File: config.mk
export PLATFORM = sky130hd
export DESIGN_NAME = raster_timing_gen
export DESIGN_NICKNAME = d
export VERILOG_FILES = /design/src/rtl/rtg_pkg.sv /design/src/rtl/rtg_frame_ctr.sv /design/src/rtl/rtg_geom.sv /design/src/rtl/rtg_irq.sv /design/src/rtl/rtg_fetch.sv /design/src/rtl/raster_timing_gen.sv
export SDC_FILE = /design/constraint.sdc
export NUM_CORES = 1
export LEC_CHECK = 0
export BUFFER_PORTS_ARGS = -buffer_cell sky130_fd_sc_hd__buf_2
export CORE_AREA = 5 5 108 85
export CTS_CLUSTER_DIAMETER = 80
export DETAILED_ROUTE_END_ITERATION = 10
export DIE_AREA = 0 0 113 90
export GPL_TIMING_DRIVEN = 0
export PLACE_DENSITY_LB_ADDON = 0.08
export SYNTH_ARGS = -nofsm -noshare
export SYNTH_HDL_FRONTEND = slang
export SYNTH_SLANG_ARGS = --single-unit
export TNS_END_PERCENT = 10
File: constraint.sdc
create_clock -name clk_i -period 4.8 [get_ports clk_i]
set_input_delay 0.96 -clock clk_i [delete_from_list [all_inputs] [get_ports clk_i]]
set_output_delay 0.96 -clock clk_i [all_outputs]
set_load 0.05 [all_outputs]
File: src/rtl/rtg_pkg.sv
package rtg_pkg;

    // Output stage codes seen on stage_o.
    typedef enum logic [1:0] {
        STG_SYNC  = 2'd0,
        STG_BLANK = 2'd1,
        STG_PIXEL = 2'd2
    } stage_e;

endpackage

File: src/rtl/rtg_frame_ctr.sv
module rtg_frame_ctr #(
    parameter int unsigned FRAME_CYC = 80000,
    parameter int unsigned CNT_W     = 17
) (
    input  logic             clk_i,
    input  logic             rst_i,
    output logic [CNT_W-1:0] pos_q_o,
    output logic [CNT_W-1:0] pos_d_o
);

    typedef struct packed {
        logic [CNT_W-1:0] pos;
    } ctr_t;

    ctr_t ctr_d, ctr_q;

    always_comb begin
        ctr_d = ctr_q;
        if (ctr_q.pos == CNT_W'(FRAME_CYC - 1)) begin
            ctr_d.pos = '0;
        end else begin
            ctr_d.pos = ctr_q.pos + 1'b1;
        end
    end

    always_ff @(posedge clk_i) begin
        if (rst_i) begin
            ctr_q <= '0;
        end else begin
            ctr_q <= ctr_d;
        end
    end

    // Downstream registers load the decode of this value; under reset it is
    // cycle 0, so their contents match the counter's reset state.
    assign pos_d_o = rst_i ? '0 : ctr_d.pos;
    assign pos_q_o = ctr_q.pos;

endmodule

File: src/rtl/rtg_geom.sv
module rtg_geom #(
    parameter int unsigned FIELD_LINES  = 312,
    parameter int unsigned FIRST_LINE   = 31,
    parameter int unsigned FIRST_COL    = 33,
    parameter int unsigned ACTIVE_LINES = 256,
    parameter int unsigned ACTIVE_COLS  = 80,
    parameter int unsigned HS_START     = 8,
    parameter int unsigned HS_END       = 18,
    parameter int unsigned VS_START     = 4,
    parameter int unsigned VS_END       = 7,
    parameter int unsigned H_W          = 7,
    parameter int unsigned L_W          = 10,
    parameter int unsigned CNT_W        = 17
) (
    input  logic             clk_i,
    input  logic [CNT_W-1:0] pos_d_i,
    // decode of the next count, for logic that registers alongside
    output logic [L_W-1:0]   line_d_o,
    output logic [H_W-1:0]   col_d_o,
    output logic             active_d_o,
    output logic             sync_d_o,
    // registered decode, aligned with the counter
    output logic [L_W-1:0]   line_o,
    output logic [H_W-1:0]   col_o,
    output logic             field_o,
    output logic             hsync_o,
    output logic             vsync_o
);

    localparam int unsigned T_W = L_W + 2;

    typedef struct packed {
        logic [L_W-1:0] line;
        logic [H_W-1:0] col;
        logic           field;
        logic           hs;
        logic           vs;
    } geo_t;

    geo_t geo_d, geo_q;

    logic [H_W-1:0] h_raw;
    logic [L_W-1:0] l_raw;
    logic [T_W-1:0] t_sum;
    logic [T_W-1:0] t_rel;
    logic           vs_f1;
    logic           vs_f2;

    always_comb begin
        h_raw = pos_d_i[H_W-1:0];
        l_raw = pos_d_i[CNT_W-1:H_W];

        // Line relative to the first display line, folded into one field.
        t_sum = T_W'(l_raw) + T_W'(FIELD_LINES - FIRST_LINE);
        if (t_sum >= T_W'(2 * FIELD_LINES)) begin
            t_rel = t_sum - T_W'(2 * FIELD_LINES);
        end else if (t_sum >= T_W'(FIELD_LINES)) begin
            t_rel = t_sum - T_W'(FIELD_LINES);
        end else begin
            t_rel = t_sum;
        end

        vs_f1 = (32'(l_raw) >= VS_START) && (32'(l_raw) < VS_END);
        vs_f2 = (32'(l_raw) >= VS_START + FIELD_LINES) &&
                (32'(l_raw) < VS_END + FIELD_LINES);

        geo_d.line  = L_W'(t_rel);
        geo_d.col   = h_raw - H_W'(FIRST_COL);
        geo_d.field = 32'(l_raw) >= FIRST_LINE + FIELD_LINES;
        geo_d.hs    = (32'(h_raw) >= HS_START) && (32'(h_raw) < HS_END);
        geo_d.vs    = vs_f1 || vs_f2;
    end

    always_ff @(posedge clk_i) begin
        geo_q <= geo_d;
    end

    assign line_d_o   = geo_d.line;
    assign col_d_o    = geo_d.col;
    assign active_d_o = (32'(t_rel) < ACTIVE_LINES) && (32'(geo_d.col) < ACTIVE_COLS);
    assign sync_d_o   = geo_d.hs || geo_d.vs;

    assign line_o  = geo_q.line;
    assign col_o   = geo_q.col;
    assign field_o = geo_q.field;
    assign hsync_o = geo_q.hs;
    assign vsync_o = geo_q.vs;

endmodule

File: src/rtl/rtg_irq.sv
module rtg_irq #(
    parameter int unsigned         CNT_W = 17,
    parameter int unsigned         N_POS = 2,
    parameter logic [N_POS*32-1:0] POS   = '0
) (
    input  logic             clk_i,
    input  logic             rst_i,
    input  logic [CNT_W-1:0] pos_d_i,
    output logic             pulse_o
);

    typedef struct packed {
        logic pulse;
    } irq_t;

    irq_t irq_d, irq_q;
    logic [N_POS-1:0] hit;

    for (genvar gi = 0; gi < N_POS; gi++) begin : g_hit
        assign hit[gi] = (pos_d_i == CNT_W'(POS[gi*32 +: 32]));
    end

    always_comb begin
        irq_d       = irq_q;
        irq_d.pulse = |hit;
    end

    always_ff @(posedge clk_i) begin
        if (rst_i) begin
            irq_q <= '0;
        end else begin
            irq_q <= irq_d;
        end
    end

    assign pulse_o = irq_q.pulse;

endmodule

File: src/rtl/rtg_fetch.sv
module rtg_fetch
    import rtg_pkg::*;
#(
    parameter int unsigned ADDR_W      = 16,
    parameter int unsigned BYTE_W      = 8,
    parameter int unsigned SCREEN_BASE = 16'h3000,
    parameter int unsigned H_W         = 7,
    parameter int unsigned L_W         = 10
) (
    input  logic              clk_i,
    input  logic              rst_i,
    input  logic              mode_half_i,
    input  logic              half_gate_i,
    input  logic              sync_i,
    input  logic              active_i,
    input  logic [L_W-1:0]    line_i,
    input  logic [H_W-1:0]    col_i,
    input  logic [BYTE_W-1:0] mem_data_i,
    output logic              mem_rd_o,
    output logic [ADDR_W-1:0] mem_addr_o,
    output logic [1:0]        stage_o,
    output logic              pix_vld_o,
    output logic [BYTE_W-1:0] pix_o
);

    typedef struct packed {
        stage_e            stage;
        logic              fetch;
        logic [ADDR_W-1:0] addr;
    } fet_t;

    fet_t fet_d, fet_q;

    always_comb begin
        fet_d = fet_q;

        // Sync outranks blank, blank outranks pixels.
        if (sync_i) begin
            fet_d.stage = STG_SYNC;
        end else if (active_i) begin
            fet_d.stage = STG_PIXEL;
        end else begin
            fet_d.stage = STG_BLANK;
        end

        fet_d.fetch = (fet_d.stage == STG_PIXEL) && (!mode_half_i || half_gate_i);

        // Pointer to the byte of the next fetch: step after each fetch,
        // restart at the top-left cell of every field.
        if (fet_q.fetch) begin
            fet_d.addr = fet_q.addr + 1'b1;
        end
        if ((line_i == '0) && (col_i == '0)) begin
            fet_d.addr = ADDR_W'(SCREEN_BASE);
        end
    end

    always_ff @(posedge clk_i) begin
        if (rst_i) begin
            fet_q <= '{stage: STG_BLANK, fetch: 1'b0, addr: ADDR_W'(SCREEN_BASE)};
        end else begin
            fet_q <= fet_d;
        end
    end

    // Bit-reverse so the byte's top bit lands on the leftmost pixel.
    for (genvar gb = 0; gb < BYTE_W; gb++) begin : g_px
        assign pix_o[gb] = fet_q.fetch & mem_data_i[BYTE_W-1-gb];
    end

    assign mem_rd_o   = fet_q.fetch;
    assign mem_addr_o = fet_q.addr;
    assign pix_vld_o  = fet_q.fetch;
    assign stage_o    = fet_q.stage;

endmodule

File: src/rtl/raster_timing_gen.sv
module raster_timing_gen #(
    parameter int unsigned LINE_CYC     = 128,
    parameter int unsigned FRAME_LINES  = 625,
    parameter int unsigned FIELD_LINES  = 312,
    parameter int unsigned FIRST_LINE   = 31,
    parameter int unsigned FIRST_COL    = 33,
    parameter int unsigned ACTIVE_LINES = 256,
    parameter int unsigned ACTIVE_COLS  = 80,
    parameter int unsigned HS_START     = 8,
    parameter int unsigned HS_END       = 18,
    parameter int unsigned VS_START     = 4,
    parameter int unsigned VS_END       = 7,
    parameter int unsigned RTC_POS_A    = 16704,
    parameter int unsigned RTC_POS_B    = 56704,
    parameter int unsigned HALF_BIT     = 3,
    parameter int unsigned BYTE_W       = 8,
    parameter int unsigned ADDR_W       = 16,
    parameter int unsigned SCREEN_BASE  = 16'h3000,
    localparam int unsigned H_W         = $clog2(LINE_CYC),
    localparam int unsigned L_W         = $clog2(FRAME_LINES)
) (
    input  logic              clk_i,
    input  logic              rst_i,
    input  logic              mode_half_i,
    input  logic [BYTE_W-1:0] mem_data_i,
    output logic              mem_rd_o,
    output logic [ADDR_W-1:0] mem_addr_o,
    output logic              hsync_o,
    output logic              vsync_o,
    output logic [1:0]        stage_o,
    output logic              field_o,
    output logic [L_W-1:0]    line_o,
    output logic [H_W-1:0]    col_o,
    output logic              irq_disp_end_o,
    output logic              irq_rtc_o,
    output logic              pix_vld_o,
    output logic [BYTE_W-1:0] pix_o
);

    localparam int unsigned CNT_W     = H_W + L_W;
    localparam int unsigned FRAME_CYC = LINE_CYC * FRAME_LINES;
    localparam int unsigned DE_POS_A  = (FIRST_LINE + ACTIVE_LINES) * LINE_CYC;
    localparam int unsigned DE_POS_B  = (FIRST_LINE + FIELD_LINES + ACTIVE_LINES) * LINE_CYC;

    logic [CNT_W-1:0] pos_q;
    logic [CNT_W-1:0] pos_d;
    logic [L_W-1:0]   line_d;
    logic [H_W-1:0]   col_d;
    logic             active_d;
    logic             sync_d;
    logic             unused_pos_q;

    rtg_frame_ctr #(
        .FRAME_CYC (FRAME_CYC),
        .CNT_W     (CNT_W)
    ) ctr_i (
        .clk_i   (clk_i),
        .rst_i   (rst_i),
        .pos_q_o (pos_q),
        .pos_d_o (pos_d)
    );

    assign unused_pos_q = ^pos_q;

    rtg_geom #(
        .FIELD_LINES  (FIELD_LINES),
        .FIRST_LINE   (FIRST_LINE),
        .FIRST_COL    (FIRST_COL),
        .ACTIVE_LINES (ACTIVE_LINES),
        .ACTIVE_COLS  (ACTIVE_COLS),
        .HS_START     (HS_START),
        .HS_END       (HS_END),
        .VS_START     (VS_START),
        .VS_END       (VS_END),
        .H_W          (H_W),
        .L_W          (L_W),
        .CNT_W        (CNT_W)
    ) geom_i (
        .clk_i      (clk_i),
        .pos_d_i    (pos_d),
        .line_d_o   (line_d),
        .col_d_o    (col_d),
        .active_d_o (active_d),
        .sync_d_o   (sync_d),
        .line_o     (line_o),
        .col_o      (col_o),
        .field_o    (field_o),
        .hsync_o    (hsync_o),
        .vsync_o    (vsync_o)
    );

    rtg_irq #(
        .CNT_W (CNT_W),
        .N_POS (2),
        .POS   ({32'(DE_POS_B), 32'(DE_POS_A)})
    ) de_irq_i (
        .clk_i   (clk_i),
        .rst_i   (rst_i),
        .pos_d_i (pos_d),
        .pulse_o (irq_disp_end_o)
    );

    rtg_irq #(
        .CNT_W (CNT_W),
        .N_POS (2),
        .POS   ({32'(RTC_POS_B), 32'(RTC_POS_A)})
    ) rtc_irq_i (
        .clk_i   (clk_i),
        .rst_i   (rst_i),
        .pos_d_i (pos_d),
        .pulse_o (irq_rtc_o)
    );

    rtg_fetch #(
        .ADDR_W      (ADDR_W),
        .BYTE_W      (BYTE_W),
        .SCREEN_BASE (SCREEN_BASE),
        .H_W         (H_W),
        .L_W         (L_W)
    ) fetch_i (
        .clk_i       (clk_i),
        .rst_i       (rst_i),
        .mode_half_i (mode_half_i),
        .half_gate_i (pos_d[HALF_BIT]),
        .sync_i      (sync_d),
        .active_i    (active_d),
        .line_i      (line_d),
        .col_i       (col_d),
        .mem_data_i  (mem_data_i),
        .mem_rd_o    (mem_rd_o),
        .mem_addr_o  (mem_addr_o),
        .stage_o     (stage_o),
        .pix_vld_o   (pix_vld_o),
        .pix_o       (pix_o)
    );

endmodule

Word-level counts from Yosys, hierarchy flattened
Cells that the tools add are included.
{"block": "word_totals", "regBits": 58, "input_bits": 11, "out_inout_bits": 50, "elab_cells": 63}
{"block": "op_classes", "muxes": 6, "eq_ne": 6, "n_lt_le_gt_ge": 11, "n_reduce_logical": 15, "bitwise_logic": 8, "n_addsub": 6}
{"op": "17-bit by 16-bit equality test with 1-bit output, second input constant", "n": 2}
{"op": "17-bit equality test, second input constant", "n": 2}
{"op": "17-bit 2-to-1 mux", "n": 2}
{"op": "12-bit 2-to-1 mux", "n": 2}
{"op": "10-bit by 9-bit greater-or-equal comparator with 1-bit output, second input constant", "n": 2}
{"op": "17-bit by 1-bit adder with 17-bit output, second input constant", "n": 1}
{"op": "17-bit by 15-bit equality test with 1-bit output, second input constant", "n": 1}
{"op": "16-bit by 1-bit adder with 16-bit output, second input constant", "n": 1}
{"op": "12-bit by 10-bit greater-or-equal comparator with 1-bit output, second input constant", "n": 1}
{"op": "12-bit by 9-bit greater-or-equal comparator with 1-bit output, second input constant", "n": 1}
{"op": "12-bit by 9-bit < comparator with 1-bit output, second input constant", "n": 1}
{"op": "12-bit by 10-bit subtractor with 12-bit output, second input constant", "n": 1}
{"op": "12-bit by 9-bit subtractor with 12-bit output, second input constant", "n": 1}
{"op": "10-bit by 9-bit adder with 11-bit output, second input constant", "n": 1}
{"op": "10-bit by 3-bit greater-or-equal comparator with 1-bit output, second input constant", "n": 1}
{"op": "10-bit zero test", "n": 1}
{"op": "10-bit by 3-bit < comparator with 1-bit output, second input constant", "n": 1}
{"op": "10-bit by 9-bit < comparator with 1-bit output, second input constant", "n": 1}
{"op": "1-bit bitwise AND", "n": 8}
{"op": "7-bit by 4-bit greater-or-equal comparator with 1-bit output, second input constant", "n": 1}
{"op": "7-bit zero test", "n": 1}
{"op": "7-bit by 5-bit < comparator with 1-bit output, second input constant", "n": 1}
{"op": "7-bit < comparator, second input constant", "n": 1}
{"op": "7-bit by 6-bit subtractor with 7-bit output, second input constant", "n": 1}
{"op": "other kinds (6)", "n": 16}

Depth between registers and ports, before layout
{"block": "logic_depth", "ltp_word": 13, "ltp_mapped": 24, "depth_no_buf": 21}

Hierarchy
A second synthesis with hierarchy kept.
{"block": "unflattened", "cells_unflattened": 362, "area_unflattened_um2": 3259.4}
{"module": "rtg_geom", "instances": 1, "area_each_um2": 1433.9, "cells_per_inst": 156}
{"module": "rtg_fetch", "instances": 1, "area_each_um2": 899.6, "cells_per_inst": 102}
{"module": "rtg_frame_ctr", "instances": 1, "area_each_um2": 737.0, "cells_per_inst": 83}
{"module": "rtg_irq (rtc_irq_i)", "instances": 1, "area_each_um2": 97.6, "cells_per_inst": 11}
{"module": "rtg_irq (de_irq_i)", "instances": 1, "area_each_um2": 91.3, "cells_per_inst": 10}

Worst setup path before layout
No wires, ideal clock.
{"block": "synth_timing", "kind": "register to register", "startpoint": "reg ctr_i.ctr_q (netlist bit ctr_i.pos_q_o[10])", "endpoint": "reg fetch_i.fet_q (netlist bit fetch_i.mem_addr_o[10])", "path_slack_ns": -0.187, "path_stages_with_launch": 24, "arrival_ns": 4.843, "path_buffers": 5, "cell_sequence": "dfxtp_1 -> buf_2 -> or4b_1 -> nor4_4 -> or2_1 -> buf_2 -> buf_2 -> nor2_1 -> ha_1 -> clkbuf_1 -> a21boi_0 -> xor2_1 -> and2_1 -> inv_1 -> ha_1 -> nor2b_1 -> nand4_1 -> mux2i_1 -> o41a_1 -> or4_1 -> a31oi_1 -> o2111a_2 -> buf_6 -> a211oi_2"}
{"block": "synth_between", "elab_chain_cells": 10, "elab_cells_between_ends": 16, "classes_between": "add/sub (5); order compare (2); eq/ne (1); mux (4); reduce/logical (4)"}
{"element": "start: declaration", "line_no": "rtg_frame_ctr.sv:15", "text": "ctr_t ctr_d, ctr_q;"}
{"element": "start signal: assignment", "line_no": "rtg_frame_ctr.sv:30", "text": "ctr_q <= ctr_d;"}
{"element": "17-bit equality test (*)", "line_no": "rtg_frame_ctr.sv:19", "text": "if (ctr_q.pos == CNT_W'(FRAME_CYC - 1)) begin"}
{"element": "17-bit 2-to-1 mux (*)", "line_no": "rtg_frame_ctr.sv:19"}
{"element": "17-bit 2-to-1 mux (*)", "line_no": "rtg_frame_ctr.sv:36", "text": "assign pos_d_o = rst_i ? '0 : ctr_d.pos;"}
{"element": "named net ctr_i.pos_d_o[8]", "line_no": "rtg_frame_ctr.sv:8", "text": "output logic [CNT_W-1:0] pos_d_o"}
{"element": "10-bit by 9-bit adder with 11-bit output (*)", "line_no": "rtg_geom.sv:54", "text": "t_sum = T_W'(l_raw) + T_W'(FIELD_LINES - FIRST_LINE);"}
{"element": "12-bit by 9-bit subtractor with 12-bit output / 12-bit by 9-bit greater-or-equal comparator with 1-bit output (equally long branches)", "line_no": "rtg_geom.sv:58, rtg_geom.sv:57"}
{"element": "12-bit 2-to-1 mux", "line_no": "rtg_geom.sv:57", "text": "end else if (t_sum >= T_W'(FIELD_LINES)) begin"}
{"element": "12-bit 2-to-1 mux (*)", "line_no": "rtg_geom.sv:55", "text": "if (t_sum >= T_W'(2 * FIELD_LINES)) begin"}
{"element": "10-bit zero test (*)", "line_no": "rtg_fetch.sv:53", "text": "if ((line_i == '0) && (col_i == '0)) begin"}
{"element": "1-bit logical AND (*)", "line_no": "rtg_fetch.sv:53"}
{"element": "2-bit OR reduction (no source line) (*)"}
{"element": "end signal: assignment", "line_no": "rtg_fetch.sv:60", "text": "fet_q <= '{stage: STG_BLANK, fetch: 1'b0, addr: ADDR_W'(SCREEN_BASE)};"}
{"element": "end signal: assignment", "line_no": "rtg_fetch.sv:62", "text": "fet_q <= fet_d;"}
{"element": "end: declaration", "line_no": "rtg_fetch.sv:32", "text": "fet_t fet_d, fet_q;"}
The timed path passes the listed nets; every way through them passes the cells marked *.
A chain may end at the register's enable or synchronous reset.

Worst setup path in the final report
{"block": "layout_timing", "startpoint": "reg ctr_i.ctr_q (netlist bit ctr_i.pos_q_o[8])", "endpoint": "reg fetch_i.fet_q (netlist bit fetch_i.mem_addr_o[7])"}
{"block": "layout_between", "elab_chain_cells": 10, "elab_cells_between_ends": 16, "classes_between": "add/sub (5); order compare (2); eq/ne (1); mux (4); reduce/logical (4)"}
{"element": "17-bit by 1-bit adder with 17-bit output / 17-bit equality test (equally long branches)", "line_no": "rtg_frame_ctr.sv:22, rtg_frame_ctr.sv:19"}
{"element": "17-bit 2-to-1 mux (*)", "line_no": "rtg_frame_ctr.sv:19"}
{"element": "17-bit 2-to-1 mux (*)", "line_no": "rtg_frame_ctr.sv:36"}
{"element": "named net ctr_i.pos_d_o[8]", "line_no": "rtg_frame_ctr.sv:8"}
{"element": "10-bit by 9-bit adder with 11-bit output (*)", "line_no": "rtg_geom.sv:54"}
{"element": "12-bit by 9-bit subtractor with 12-bit output / 12-bit by 9-bit greater-or-equal comparator with 1-bit output (equally long branches)", "line_no": "rtg_geom.sv:58, rtg_geom.sv:57"}
{"element": "12-bit 2-to-1 mux", "line_no": "rtg_geom.sv:57"}
{"element": "12-bit 2-to-1 mux (*)", "line_no": "rtg_geom.sv:55"}
{"element": "10-bit zero test (*)", "line_no": "rtg_fetch.sv:53"}
{"element": "1-bit logical AND (*)", "line_no": "rtg_fetch.sv:53"}
{"element": "2-bit OR reduction (no source line) (*)"}
Marked as above.

==> flow_summary.json <==
{
  "crit_type": "flop to flop",
  "layout_min_cycle_time_ns": 4.62,
  "numCtsBuffers": 9,
  "r2r_start": "ctr_i.pos_q_o[8]",
  "rrSetupSlack_ns": 0.18,
  "avgViaCountPerCell": 5.57,
  "use_met3_pct": 6.51,
  "routedWlPerCell_um": 16.9,
  "grt_pass1_wl_mm": 16.3,
  "cts_tree": "done",
  "endpoint": "fetch_i.mem_addr_o[7]",
  "grt_util_met2_pct": 27.5,
  "top_usage_layer": "met1",
  "dieArea_um2": 10200,
  "cts_hold_buf": 0,
  "final_net_count": 507,
  "antenna_left": 0,
  "placement.io_buffers": 59,
  "n_antenna_cell": 0,
  "clk_latency_ns": 0.35,
  "final_layout_size_suffix_gt1_share_pct": 33.3,
  "max_freq_mhz": 216,
  "die_w_um": 113,
  "ys_seq_area_share_pct": 32.7,
  "finalClockSkew_ns": 0.0124,
  "tightestPinTransition_ns": 0.857,
  "final_util_pct": 55.9,
  "hp-class": "flop to flop",
  "met1_usage_pct": 29.4,
  "area_growth_syn_to_layout_pct": 27.2,
  "finalHoldViolCount": 0,
  "n_fill_cell": 750,
  "finalSetupTns_ns": 0,
  "post-dp-hpwl_mm": 7.30,
  "ys_seq_elements": 58,
  "syn_nets": 423,
  "drv_slew": 0,
  "synth-edff-count": 0,
  "endpoint_kind": "flop",
  "rsz0062_at_grt": "yes",
  "crit_family": "simple AND/OR/NAND/NOR gates",
  "die_h_um": 90,
  "rows": 29,
  "cp_cell_sequence": "or4b_4, nor4_4, or2_1, buf_6, nor2_2, ha_2, a21boi_2, xor2_1, and2_4, inv_2, ha_2, nor2b_1, nand4_1, mux2i_2, o41a_1, or4_4, a31oi_4, o2111a_2, bufbuf_16, a211oi_2",
  "start_util_pct": 43.9,
  "vias": 3349,
  "critPathMaxFanout": 7,
  "ioPinCount": 61,
  "yosysWarnings": 0,
  "critPathLaunchType": "flop",
  "synth_cell_types": 79,
  "drtIter0Drc": 235,
  "clockBufferDepth": 2,
  "clock-sinks": 58,
  "synth.area.top_cells": "dfxtp_1 33%, xnor2_1 5.4%, xor2_1 5.2%, a211oi_2 3.9%, nor2_1 3.7%",
  "critical_path_buf_inv_count": 3,
  "slowest_stage": "or4b_4",
  "drcViolationCount": 0,
  "synth_top_area_share_pct": 32.7,
  "cap_violations": 0,
  "cellPowerDensity_nw_per_um2": 243,
  "seqCellArea_um2": 1180,
  "r2r_cells": 20,
  "ir_worst_vdd_uv": 183,
  "root_buffer": "clkbuf_8",
  "synthesis.area_um2": 3550,
  "first_global_vias": 3112,
  "cts.clk_slew.worst_paths_ns": 0.08,
  "syn_area_per_cell_um2": 8.79,
  "dr.pass1.iters": 5,
  "async_flop_share_pct": 0,
  "drt-total-wl_mm": 10.1,
  "cp_data_required_time_ns": 5.00,
  "yosys_most_used_dff": "dfxtp_1",
  "crit_cells": 20,
  "setup_violations": 0,
  "cp_slowest_stage_delay_ns": 0.54,
  "r2r-end": "fetch_i.mem_addr_o[7]",
  "antenna_found_initial": 0,
  "outcome": "finished clean",
  "fin_crit_sh_pct": 96.2,
  "multiInputGateArea_um2": 2360,
  "core-area_um2": 8090,
  "path_common_cell": "ha_2",
  "cellLeakagePower_nw": 1.81,
  "place_congestion": 0.927,
  "crit_start": "ctr_i.pos_q_o[8]",
  "slew_headroom_pct": 41.2,
  "synth_cells": 404,
  "cts_max_level": 3,
  "overflow": 0,
  "grt_max_degree": 15,
  "grt_usage_pct": 19.8,
  "yosys.area.top_type": "dfxtp_1",
  "worstPathArrival_ns": 4.82
}
==> cells in the final DEF, fill, tap and decap left out, types with 11 or more instances in the layout <==
cell type and count:
dfxtp_1 48, nor2_1 34, buf_4 22, a21oi_1 11, xnor2_1 22, nand3_1 16
and2_1 11, nand4_1 16, inv_1 17, buf_2 59, nand2_1 30, xor2_1 20
a211oi_2 11
==> synth_stat cells (all sizes together), types with 10 or more instances <==
library cell and count:
a211oi 18, a21oi 14, and2 12, dfxtp 58
inv 18, nand2 30, nand3 18, nand4 18
nor2 35, nor4 10, o21ai 14, xnor2 22
xor2 22
==> area by class of cell <==
type / instances / share of cell area (%)
Buffer: 11 / 1.61
Clock buffer: 10 / 3.05
Clock inverter: 6 / 1.99
Inverter: 18 / 1.50
Multi-Input combinational cell: 311 / 52.3
Sequential cell: 58 / 26.2
Tap cell: 108 / 2.99
Timing Repair Buffer: 79 / 10.4
==> how the worst min path moves through the flow <==
stage / startpoint / endpoint / slack, ns / cells past startpoint
6_report: ctr_i.pos_q_o[0] / geom_i.col_o[0] / 0.59 / 1
5_1_grt: ctr_i.pos_q_o[0] / geom_i.col_o[0] / 0.63 / 1
4_1_cts: fetch_i.mem_addr_o[4] / fetch_i.mem_addr_o[4] / 0.60 / 2
3_5_place_dp: fetch_i.mem_addr_o[4] / fetch_i.mem_addr_o[4] / 0.59 / 2
3_3_place_gp: fetch_i.mem_addr_o[15] / fetch_i.mem_addr_o[15] / 0.58 / 2
2_1_floorplan: ctr_i.pos_q_o[0] / geom_i.col_o[0] / 0.57 / 1
==> report_power, final <==
part	internal [mW]	switching, mW
Clock	0.307	0.220
Sequential	0.489	0.00614
Combinational	0.0227	0.0550
==> registers in the layout, summed over array words and instances (netlist names) <==
name                flops
geom_i.vsync_o          1
ctr_i.pos_q_o          17
geom_i.col_o            7
de_irq_i.pulse_o        1
fetch_i.mem_addr_o     16
fetch_i.mem_rd_o        1
fetch_i.stage_o         2
geom_i.hsync_o          1
geom_i.line_o          10
rtc_irq_i.pulse_o       1
geom_i.field_o          1
==> cell families (layout without fill, tap and decap cells) <==
kind of cell               Yosys count  count (layout)  synth area share (%)
and+or+nand+nor                    165             165                  26.9
xor gates and xnor gates            45              45                  11.7
DFF                                 58              58                  32.7
AOI/OAI and AO/OA                   87              87                  19.8
buffers and inverters               35             124                  4.23
muxes                                6               6                  1.83
adders and majority gates            8               8                  2.82
==> stage by stage <==
step	hold slack (ns)	instance area [um^2]	total power, mW	std cells	worst slack [ns]
floorplan	0.572	3560	0.560	404	0.0416
global placement	0.583	3990	0.580	571	-0.999
detailed placement	0.586	3990	0.581	571	-1.04
CTS	0.603	4380	1.11	595	0.00459
global route	0.634	4520	1.14	601	-0.0194
finish	0.591	4520	1.10	601	0.180
==> layer usage <==
layer	part of all wire [%]	vias up	routed length, um
li1	-	1633	-
met1	49	1582	4950
met2	42	124	4220
met3	8.8	10	890
met4	0.78	0	79
met5	0	-	0
==> what timing repair did <==
item,4_1_cts,5_1_grt
gates resized for setup,21,23
setup endpoints to repair,25,19
gates cloned,1,0
buffers inserted,10,9
pin swaps,7,9
(Power assumes the default switching activity.)
